## src/rtl/i2cRegPkg.sv

```systemverilog
package i2cRegPkg;
  localparam int ADDR_W = 8;
  localparam int BYTE_W = 8;
  localparam int WORD_W = 2 * BYTE_W;
  localparam int CNT_W  = 4;

  typedef enum logic [2:0] {
    ST_IDLE, ST_DEV, ST_REG, ST_WHI, ST_WLO, ST_RHI, ST_RLO, ST_SKIP
  } busState_e;

  // strobes from control to datapath
  typedef struct packed {
    logic shiftEn;
    logic loadAddr;
    logic latchHi;
    logic commitWr;
    logic incAddr;
    logic loadWord;
  } dpStrobe_t;

  // synchronized bus events from datapath to control
  typedef struct packed {
    logic sclRise;
    logic sclFall;
    logic startDet;
    logic stopDet;
    logic sdaBit;
  } busEvt_t;
endpackage

```

## src/rtl/i2cRegDatapath.sv

```systemverilog
module i2cRegDatapath
  import i2cRegPkg::*;
#(
  parameter int SYNC_STAGES = 2
) (
  input  logic               clk,
  input  logic               rstN,
  input  logic               sclIn,
  input  logic               sdaIn,
  input  dpStrobe_t          strobe,
  output busEvt_t            evt,
  output logic [BYTE_W-1:0]  rxByte,
  output logic [WORD_W-1:0]  rdWord,
  output logic [ADDR_W-1:0]  regAddr,
  output logic [WORD_W-1:0]  regWdata,
  output logic               regWe,
  input  logic [WORD_W-1:0]  regRdata
);
  logic [SYNC_STAGES-1:0] sclSync, sdaSync;
  logic sclPrev, sdaPrev, sclNow, sdaNow;
  logic [BYTE_W-1:0] hiByte;
  logic [ADDR_W-1:0] addrPtr;

  always_ff @(posedge clk) begin
    if (!rstN) begin
      sclSync <= '1;
      sdaSync <= '1;
      sclPrev <= 1'b1;
      sdaPrev <= 1'b1;
    end else begin
      sclSync <= {sclSync[SYNC_STAGES-2:0], sclIn};
      sdaSync <= {sdaSync[SYNC_STAGES-2:0], sdaIn};
      sclPrev <= sclNow;
      sdaPrev <= sdaNow;
    end
  end

  assign sclNow = sclSync[SYNC_STAGES-1];
  assign sdaNow = sdaSync[SYNC_STAGES-1];

  always_comb begin
    evt.sclRise  = sclNow & ~sclPrev;
    evt.sclFall  = ~sclNow & sclPrev;
    evt.startDet = sclNow & sclPrev & sdaPrev & ~sdaNow;
    evt.stopDet  = sclNow & sclPrev & ~sdaPrev & sdaNow;
    evt.sdaBit   = sdaNow;
  end

  always_ff @(posedge clk) begin
    if (!rstN) begin
      rxByte   <= '0;
      hiByte   <= '0;
      addrPtr  <= '0;
      regWdata <= '0;
      regWe    <= 1'b0;
      rdWord   <= '0;
    end else begin
      regWe <= strobe.commitWr;
      if (strobe.shiftEn)  rxByte  <= {rxByte[BYTE_W-2:0], sdaNow};
      if (strobe.latchHi)  hiByte  <= rxByte;
      if (strobe.commitWr) regWdata <= {hiByte, rxByte};
      if (strobe.loadAddr) addrPtr <= rxByte;
      else if (strobe.incAddr) addrPtr <= addrPtr + 1'b1;
      if (strobe.loadWord) rdWord <= regRdata;
    end
  end

  assign regAddr = addrPtr;
endmodule

```

## src/rtl/i2cRegCtrl.sv

```systemverilog
module i2cRegCtrl
  import i2cRegPkg::*;
#(
  parameter logic [6:0] DEV_ID = 7'h1A
) (
  input  logic              clk,
  input  logic              rstN,
  input  busEvt_t           evt,
  input  logic [BYTE_W-1:0] rxByte,
  input  logic [WORD_W-1:0] rdWord,
  input  logic [WORD_W-1:0] regRdata,
  output dpStrobe_t         strobe,
  output logic              sdaOe
);
  localparam logic [CNT_W-1:0] ACK_CNT = CNT_W'(BYTE_W);
  localparam logic [CNT_W-1:0] END_CNT = CNT_W'(BYTE_W + 1);

  busState_e state;
  logic [CNT_W-1:0] bitCnt;
  logic rdMode, ackSeen, rxState, txState, devMatch;
  logic [BYTE_W-1:0] txByte;

  assign rxState  = (state == ST_DEV) || (state == ST_REG) ||
                    (state == ST_WHI) || (state == ST_WLO);
  assign txState  = (state == ST_RHI) || (state == ST_RLO);
  assign devMatch = (rxByte[BYTE_W-1:1] == DEV_ID);
  assign txByte   = (state == ST_RLO) ? rdWord[BYTE_W-1:0] : rdWord[WORD_W-1:BYTE_W];

  always_comb begin
    strobe          = '0;
    strobe.shiftEn  = evt.sclRise && rxState && (bitCnt < ACK_CNT);
    strobe.loadAddr = evt.sclFall && (bitCnt == ACK_CNT) && (state == ST_REG);
    strobe.latchHi  = evt.sclFall && (bitCnt == ACK_CNT) && (state == ST_WHI);
    strobe.commitWr = evt.sclFall && (bitCnt == ACK_CNT) && (state == ST_WLO);
    strobe.incAddr  = (evt.sclFall && (bitCnt == END_CNT) && (state == ST_WLO)) ||
                      (evt.sclRise && (bitCnt == ACK_CNT) && (state == ST_RLO) && !evt.sdaBit);
    strobe.loadWord = evt.sclFall && (bitCnt == END_CNT) &&
                      (((state == ST_DEV) && rdMode) || ((state == ST_RLO) && ackSeen));
  end

  always_ff @(posedge clk) begin
    if (!rstN) begin
      state   <= ST_IDLE;
      bitCnt  <= '0;
      rdMode  <= 1'b0;
      ackSeen <= 1'b0;
      sdaOe   <= 1'b0;
    end else if (evt.startDet) begin
      state  <= ST_DEV;
      bitCnt <= '0;
      sdaOe  <= 1'b0;
    end else if (evt.stopDet) begin
      state  <= ST_IDLE;
      bitCnt <= '0;
      sdaOe  <= 1'b0;
    end else if (state != ST_IDLE && state != ST_SKIP) begin
      if (evt.sclRise) begin
        if (bitCnt == ACK_CNT) ackSeen <= ~evt.sdaBit;
        bitCnt <= bitCnt + 1'b1;
      end else if (evt.sclFall) begin
        if (bitCnt == ACK_CNT) begin
          if (txState) begin
            sdaOe <= 1'b0;
          end else if (state == ST_DEV && !devMatch) begin
            state <= ST_SKIP;
            sdaOe <= 1'b0;
          end else begin
            sdaOe <= 1'b1;
            if (state == ST_DEV) rdMode <= rxByte[0];
          end
        end else if (bitCnt == END_CNT) begin
          bitCnt <= '0;
          sdaOe  <= 1'b0;
          unique case (state)
            ST_DEV: begin
              state <= rdMode ? ST_RHI : ST_REG;
              if (rdMode) sdaOe <= ~regRdata[WORD_W-1];
            end
            ST_REG: state <= ST_WHI;
            ST_WHI: state <= ST_WLO;
            ST_WLO: state <= ST_WHI;
            ST_RHI: begin
              state <= ackSeen ? ST_RLO : ST_SKIP;
              if (ackSeen) sdaOe <= ~rdWord[BYTE_W-1];
            end
            ST_RLO: begin
              state <= ackSeen ? ST_RHI : ST_SKIP;
              if (ackSeen) sdaOe <= ~regRdata[WORD_W-1];
            end
            default: state <= ST_IDLE;
          endcase
        end else if (txState && bitCnt != '0) begin
          sdaOe <= ~txByte[3'(BYTE_W - 1) - bitCnt[2:0]];
        end
      end
    end
  end
endmodule

```

## src/rtl/i2cRegSlave.sv

```systemverilog
module i2cRegSlave
  import i2cRegPkg::*;
#(
  parameter logic [6:0] DEV_ID      = 7'h1A,
  parameter int         SYNC_STAGES = 2
) (
  input  logic        clk,
  input  logic        rstN,
  input  logic        sclIn,
  input  logic        sdaIn,
  output logic        sdaOe,
  output logic [7:0]  regAddr,
  output logic [15:0] regWdata,
  output logic        regWe,
  input  logic [15:0] regRdata
);
  dpStrobe_t strobe;
  busEvt_t   evt;
  logic [BYTE_W-1:0] rxByte;
  logic [WORD_W-1:0] rdWord;

  i2cRegDatapath #(.SYNC_STAGES(SYNC_STAGES)) u_dp (
    .clk(clk), .rstN(rstN), .sclIn(sclIn), .sdaIn(sdaIn),
    .strobe(strobe), .evt(evt), .rxByte(rxByte), .rdWord(rdWord),
    .regAddr(regAddr), .regWdata(regWdata), .regWe(regWe), .regRdata(regRdata)
  );

  i2cRegCtrl #(.DEV_ID(DEV_ID)) u_ctrl (
    .clk(clk), .rstN(rstN), .evt(evt), .rxByte(rxByte), .rdWord(rdWord),
    .regRdata(regRdata), .strobe(strobe), .sdaOe(sdaOe)
  );
endmodule

```

## config.mk

```make
export PLATFORM = sky130hd
export DESIGN_NAME = i2cRegSlave
export DESIGN_NICKNAME = d
export VERILOG_FILES = /design/src/rtl/i2cRegPkg.sv /design/src/rtl/i2cRegDatapath.sv /design/src/rtl/i2cRegCtrl.sv /design/src/rtl/i2cRegSlave.sv
export SDC_FILE = /design/constraint.sdc
export NUM_CORES = 1
export LEC_CHECK = 0
export ABC_AREA = 1
export ABC_CLOCK_PERIOD_IN_PS = 5130
export BUFFER_PORTS_ARGS = -buffer_cell sky130_fd_sc_hd__buf_2
export CAP_MARGIN = 20
export CORE_MARGIN = 1
export CORE_UTILIZATION = 35
export CTS_CLUSTER_DIAMETER = 40
export DETAILED_ROUTE_END_ITERATION = 16
export GPL_TIMING_DRIVEN = 0
export HOLD_SLACK_MARGIN = 0.15
export PLACE_DENSITY_LB_ADDON = 0.25
export SLEW_MARGIN = 10
export SYNTH_ARGS = -nofsm -noshare
export SYNTH_HDL_FRONTEND = slang
export SYNTH_HIERARCHICAL = 1
export SYNTH_SLANG_ARGS = --single-unit
```

## constraint.sdc

```tcl
create_clock -name clk -period 5.13 [get_ports clk]
set_input_delay 1.026 -clock clk [delete_from_list [all_inputs] [get_ports clk]]
set_output_delay 1.026 -clock clk [all_outputs]
set_load 0.05 [all_outputs]
```

Word-level counts from Yosys, hierarchy flattened
Cells that the tools add are included.
{"block": "word_totals", "out_inout_bits": 26, "regBits": 73, "elab_cells": 131}
{"block": "op_classes", "muxes": 31, "add_sub_neg": 3, "n_reduce_logical": 43, "bitwise": 20, "eq_ne": 16, "order_cmp": 2}
{"cell": "$mux 8", "n": 3}
{"cell": "$logic_and 1x1->1", "n": 17}
{"cell": "$mux 4", "n": 4}
{"cell": "$mux 1", "n": 15}
{"cell": "$mux 3", "n": 5}
{"cell": "$pmux 3 s5", "n": 1}
{"cell": "$not 1->1", "n": 13}
{"cell": "$reduce_and 6->1", "n": 2}
{"cell": "$reduce_bool 3->1", "n": 4}
{"cell": "$eq 3x3->1 const B", "n": 3}
{"cell": "$reduce_and 9->1", "n": 1}
{"cell": "$add 8x1->8 const B", "n": 1}
{"cell": "$eq 4x4->1 const B", "n": 2}
{"cell": "$ne 4x4->1 const B", "n": 2}
{"cell": "$reduce_and 4->1", "n": 2}
{"cell": "$reduce_bool 2->1", "n": 4}
{"cell": "$reduce_bool 4->1", "n": 2}
{"cell": "$and 1x1->1", "n": 7}
{"cell": "$eq 7x5->1 const B", "n": 1}
{"cell": "$eq 3x2->1 const B", "n": 2}
{"cell": "$logic_or 1x1->1", "n": 6}
{"cell": "$ne 3x3->1 const B", "n": 2}
{"cell": "$reduce_and 5->1", "n": 1}
{"cell": "$add 4x1->4 const B", "n": 1}
{"cell": "12 further kinds", "n": 14}

Longest topological paths before layout
{"block": "depth", "depth_word": 11, "depth_mapped": 14}

Modules after synthesis
The synthesis kept the hierarchy.
{"mod": "i2cRegDatapath", "seq_area_each_um2": 1261.2, "cells_per_inst": 299, "area_each_um2": 2344.7, "n_inst": 1}
{"mod": "i2cRegCtrl", "seq_area_each_um2": 200.2, "cells_per_inst": 190, "area_each_um2": 1068.5, "n_inst": 1}

Worst setup path after synthesis
Ideal clock, no wire load.
{"block": "synth_path", "path_type": "reg-to-output", "from": "register u_dp.addrPtr[5] (netlist: u_dp/regAddr[5])", "to": "output regAddr[5]", "t_arrival_ns": 0.677, "stages_incl_launch_ff": 1, "n_path_buf": 0, "slack_ns": 3.427, "t_required_ns": 4.104, "path_cell_list": "dfxtp_1"}
{"item": "start: declaration", "line_no": "i2cRegDatapath.sv:22", "source": "logic [ADDR_W-1:0] addrPtr;"}
{"item": "start signal: assignment", "line_no": "i2cRegDatapath.sv:62", "source": "if (strobe.loadAddr) addrPtr <= rxByte;"}
{"item": "start signal: assignment", "line_no": "i2cRegDatapath.sv:63", "source": "else if (strobe.incAddr) addrPtr <= addrPtr + 1'b1;"}
{"item": "end: declaration", "line_no": "i2cRegSlave.sv:12", "source": "output logic [7:0] regAddr,"}
No word-level cell between the ends.

==> summary.md <==
| Metric | Value |
|---|---|
| Skew final | approximately 0.013 ns |
| Crit-path leading delay family | compound AO/OA/AOI/OAI gates |
| Global Route Usage Sum | 0.1848 |
| WL final | 8562 um |
| Synth cell count leaders | 125 x nor2_1, 73 x dfxtp_1, 72 x nand2_1 |
| Worst skew pair latency | roughly 0.35 ns |
| Slew HR | 0.5550 |
| Combinational power share | 0.031 |
| Die area | around 0.010 sq mm |
| Share of cells above drive strength 1 | 0.2018 |
| Vias in the first global route | 3,121 |
| Vias per inst | between 4 and 5 |
| Post-Syn Area | 0.003413 sq mm |
| DPL Wire Length | a little over 6000 um |
| Total setup buffers inserted after CTS | 0 |
| Net Sw Frac | 0.2241 |
| Total CTS buffers | 9 |
| Port buffer count | between 40 and 50 |
| Antenna cells | 0 |
| Min Tclk post-route | between 2 and 2.5 ns |
| Pint | approximately 0.00087 W |
| # Max-Cap Violations | 0 |
| Post-synth cell types | 37 |
| Global-route wire length before repair | roughly 15,000 um |
| #FFs+latches synth | 73 |
| Final Hold Viols | 0 |
| Root buffer cell | clkbuf_8 |
| Largest net degree at the start of global routing | 14 |
| Nets | 569 |
| Crit share post-route | 0.4268 |
| Most frequent cell after synthesis | nor2_1 |
| CP Launch Type | flip-flop |
| Pre-CTS worst setup slack | ~3.0 ns |
| Hold_buf cts | 0 |
| Seq pwr share | 0.508 |
| DRT Pass-1 Iters | 6 |
| WL/cell | 12.61 um |
| Bufs and invs on worst path | 3 |
| Grt total ovfl | 0 |
| TritonCTS Sinks | 73 |
| Syn_nets | 513 |
| RSZ-0062 raised after global routing | no |
| Setup violators final | 0 |
| Final count of pins violating max slew | 0 |
| Status | finished clean |
| DIE HEIGHT | a little over 100 um |
| Fmax | ~460 MHz |
| Post-synth EDFFs | 0 |
| 1st-iter DRT viols | 99 |
| VDD IR max | roughly 0.12 mV |
| Top_reg_cell synth | dfxtp_1 |
| Hold Crit Class | reg -> reg |
| Starting Density | 0.3659 |
| Syn Inst Count | roughly 500 |
| # DRC | 0 |
| Total negative slack | 0 ns |
| Kind of critical path | reg -> reg |
| Area growth, synth to finish | 17.93% |
| Worst-path clk slew | approximately 0.080 ns |
| CP Cell Sequence | ha_1 > nand2_1 > clkinv_1 > nand2_1 > a21oi_1 > inv_2 > buf_2 > nor2_1 > nor2_1 |
| WP data required | 5.37 ns |
| Total power draw | 0.001123 W |
| Htree depth | 3 |
| Share of the synthesized area in the top cell type | 0.4282 |
| Register area share after synthesis | 0.4282 |
| Vias | 3,315 |
| Post-synth ARST share | 0 |
| Final std cells w/o fill | 679 |
| Critical path arrival | between 2 and 2.5 ns |
| Ports | 46 |
| Clk buf depth | 2 |
| Syn. warnings | 6 |
| Cell leakage power | 1.910 nW |
| Switching power of the nets | approximately 0.00025 W |
| Final Wtd Congestion | about 0.87 |
| CP max stage delay | 0.55 ns |
| Top cell type by total area after synthesis | dfxtp_1 |
| Final setup margin | 2.940 ns |
| Synth top area cells | dfxtp_1 43%, nor2_1 14%, nand2_1 7.9% |
| Die W | approximately 100 um |
| Crit path max fanout | 10 |
| Crit-path slowest cell | a21oi_1 |
| CP Capture Type | flip-flop |
| Fillers | 1,019 |
| Core Box Area | a little over 0.009 sq mm |
| DRT antenna net count | 0 |
| Power Density | 279.0 mW/mm^2 |
| WHS | between 0.4 and 0.5 ns |
| Post-CTS sizing | 0 |
| CTS tree | yes |
| Mapped Avg Cell Area | between 6 and 7 sq um |
| Initial antenna violation count | 0 |
| Slew @ Worst Pin | ~0.67 ns |
| Inst Count DP | 663 |
| Clock power frac | 0.461 |
| Number of placement rows | 35 |
## metrics by stage
step | area [sq um] | util
2_1_floorplan | 3413 | -
3_3_place_gp | 3800 | 0.4074
3_5_place_dp | 3800 | 0.4074
4_1_cts | 4025 | 0.4315
5_1_grt | 4025 | 0.4315
6_report | 4025 | 0.4315
## layer usage
metal	GRT usage	wire length, um	vias up
met3	0.03883	362	14
li1	-	-	1682
met4	0.07581	153	0
met5	0	0	-
met1	0.2276	3913	1546
met2	0.3135	4133	73
## cell usage in the layout, fill, tap and decap left out, drive strengths merged
cell type	n
buf	65
a22oi	5
nand3b	1
o21a	1
dfxtp	73
or2	5
o221ai	1
o21ai	57
o211ai	1
clkbuf	10
clkinv	4
inv	45
nand2	77
a21oi	19
nor3b	1
ha	4
nor2	130
nor4	1
o22ai	1
and3	1
a211oi	3
nand3	27
nand4	8
nor3	5
xor2	2
o21bai	1
bufinv	2
## power by group through the flow
stage	Sequential (W)	Clock, W	Combinational [W]
3_3_place_gp	0.000584	0	0.0000352
3_5_place_dp	0.000584	0	0.0000355
5_1_grt	0.000571	0.000556	0.0000398
6_report	0.000570	0.000517	0.0000353
4_1_cts	0.000570	0.000535	0.0000358
2_1_floorplan	0.000583	0	0.0000207
## cells by family after synthesis
family / Yosys count / share of synthesized area
AND/OR/NAND/NOR: 256 / 0.3204
AO/OA/AOI/OAI: 89 / 0.1455
flip-flops: 73 / 0.4282
buffers and inverters: 65 / 0.08614
adder cells (fa/ha/maj): 4 / 0.01466
XOR/XNOR: 2 / 0.005133
## layout make-up
type | count | area [sq um] | share of cell area
Buffer | 20 | 123.9 | 0.03077
Clock buffer | 10 | 137.6 | 0.03419
Clock inverter | 6 | 87.58 | 0.02176
Inverter | 45 | 170.2 | 0.04228
Multi-Input combinational cell | 351 | 1658 | 0.4119
Sequential cell | 73 | 1461 | 0.3631
Tap cell | 129 | 161.4 | 0.04010
Timing Repair Buffer | 45 | 225.2 | 0.05595
## state kept, by name, indices dropped and copies added, names as in the netlist
name            cells
u_dp/sdaSync        2
u_ctrl/state        3
u_dp/sclPrev        1
u_dp/sclSync        2
u_ctrl/bitCnt       4
u_ctrl/sdaOe        1
u_dp/rxByte         8
u_dp/sdaPrev        1
u_ctrl/ackSeen      1
u_dp/regWdata      16
u_dp/regAddr        8
u_dp/regWe          1
u_dp/hiByte         8
u_dp/rdWord        16
u_ctrl/rdMode       1
## path summary, 6_finish.rpt
check	from	slack, ns	endpoint	cells past startpoint
max	u_ctrl/bitCnt[0]	2.94	u_dp/rdWord[3]	9
min	u_dp/sdaSync[0]	0.42	u_dp/sdaSync[1]	1
max reg2reg	u_ctrl/bitCnt[0]	2.94	u_dp/rdWord[3]	9
min reg2reg	u_dp/sdaSync[0]	0.42	u_dp/sdaSync[1]	1
No activity file was read; power rests on OpenSTA's default activity.
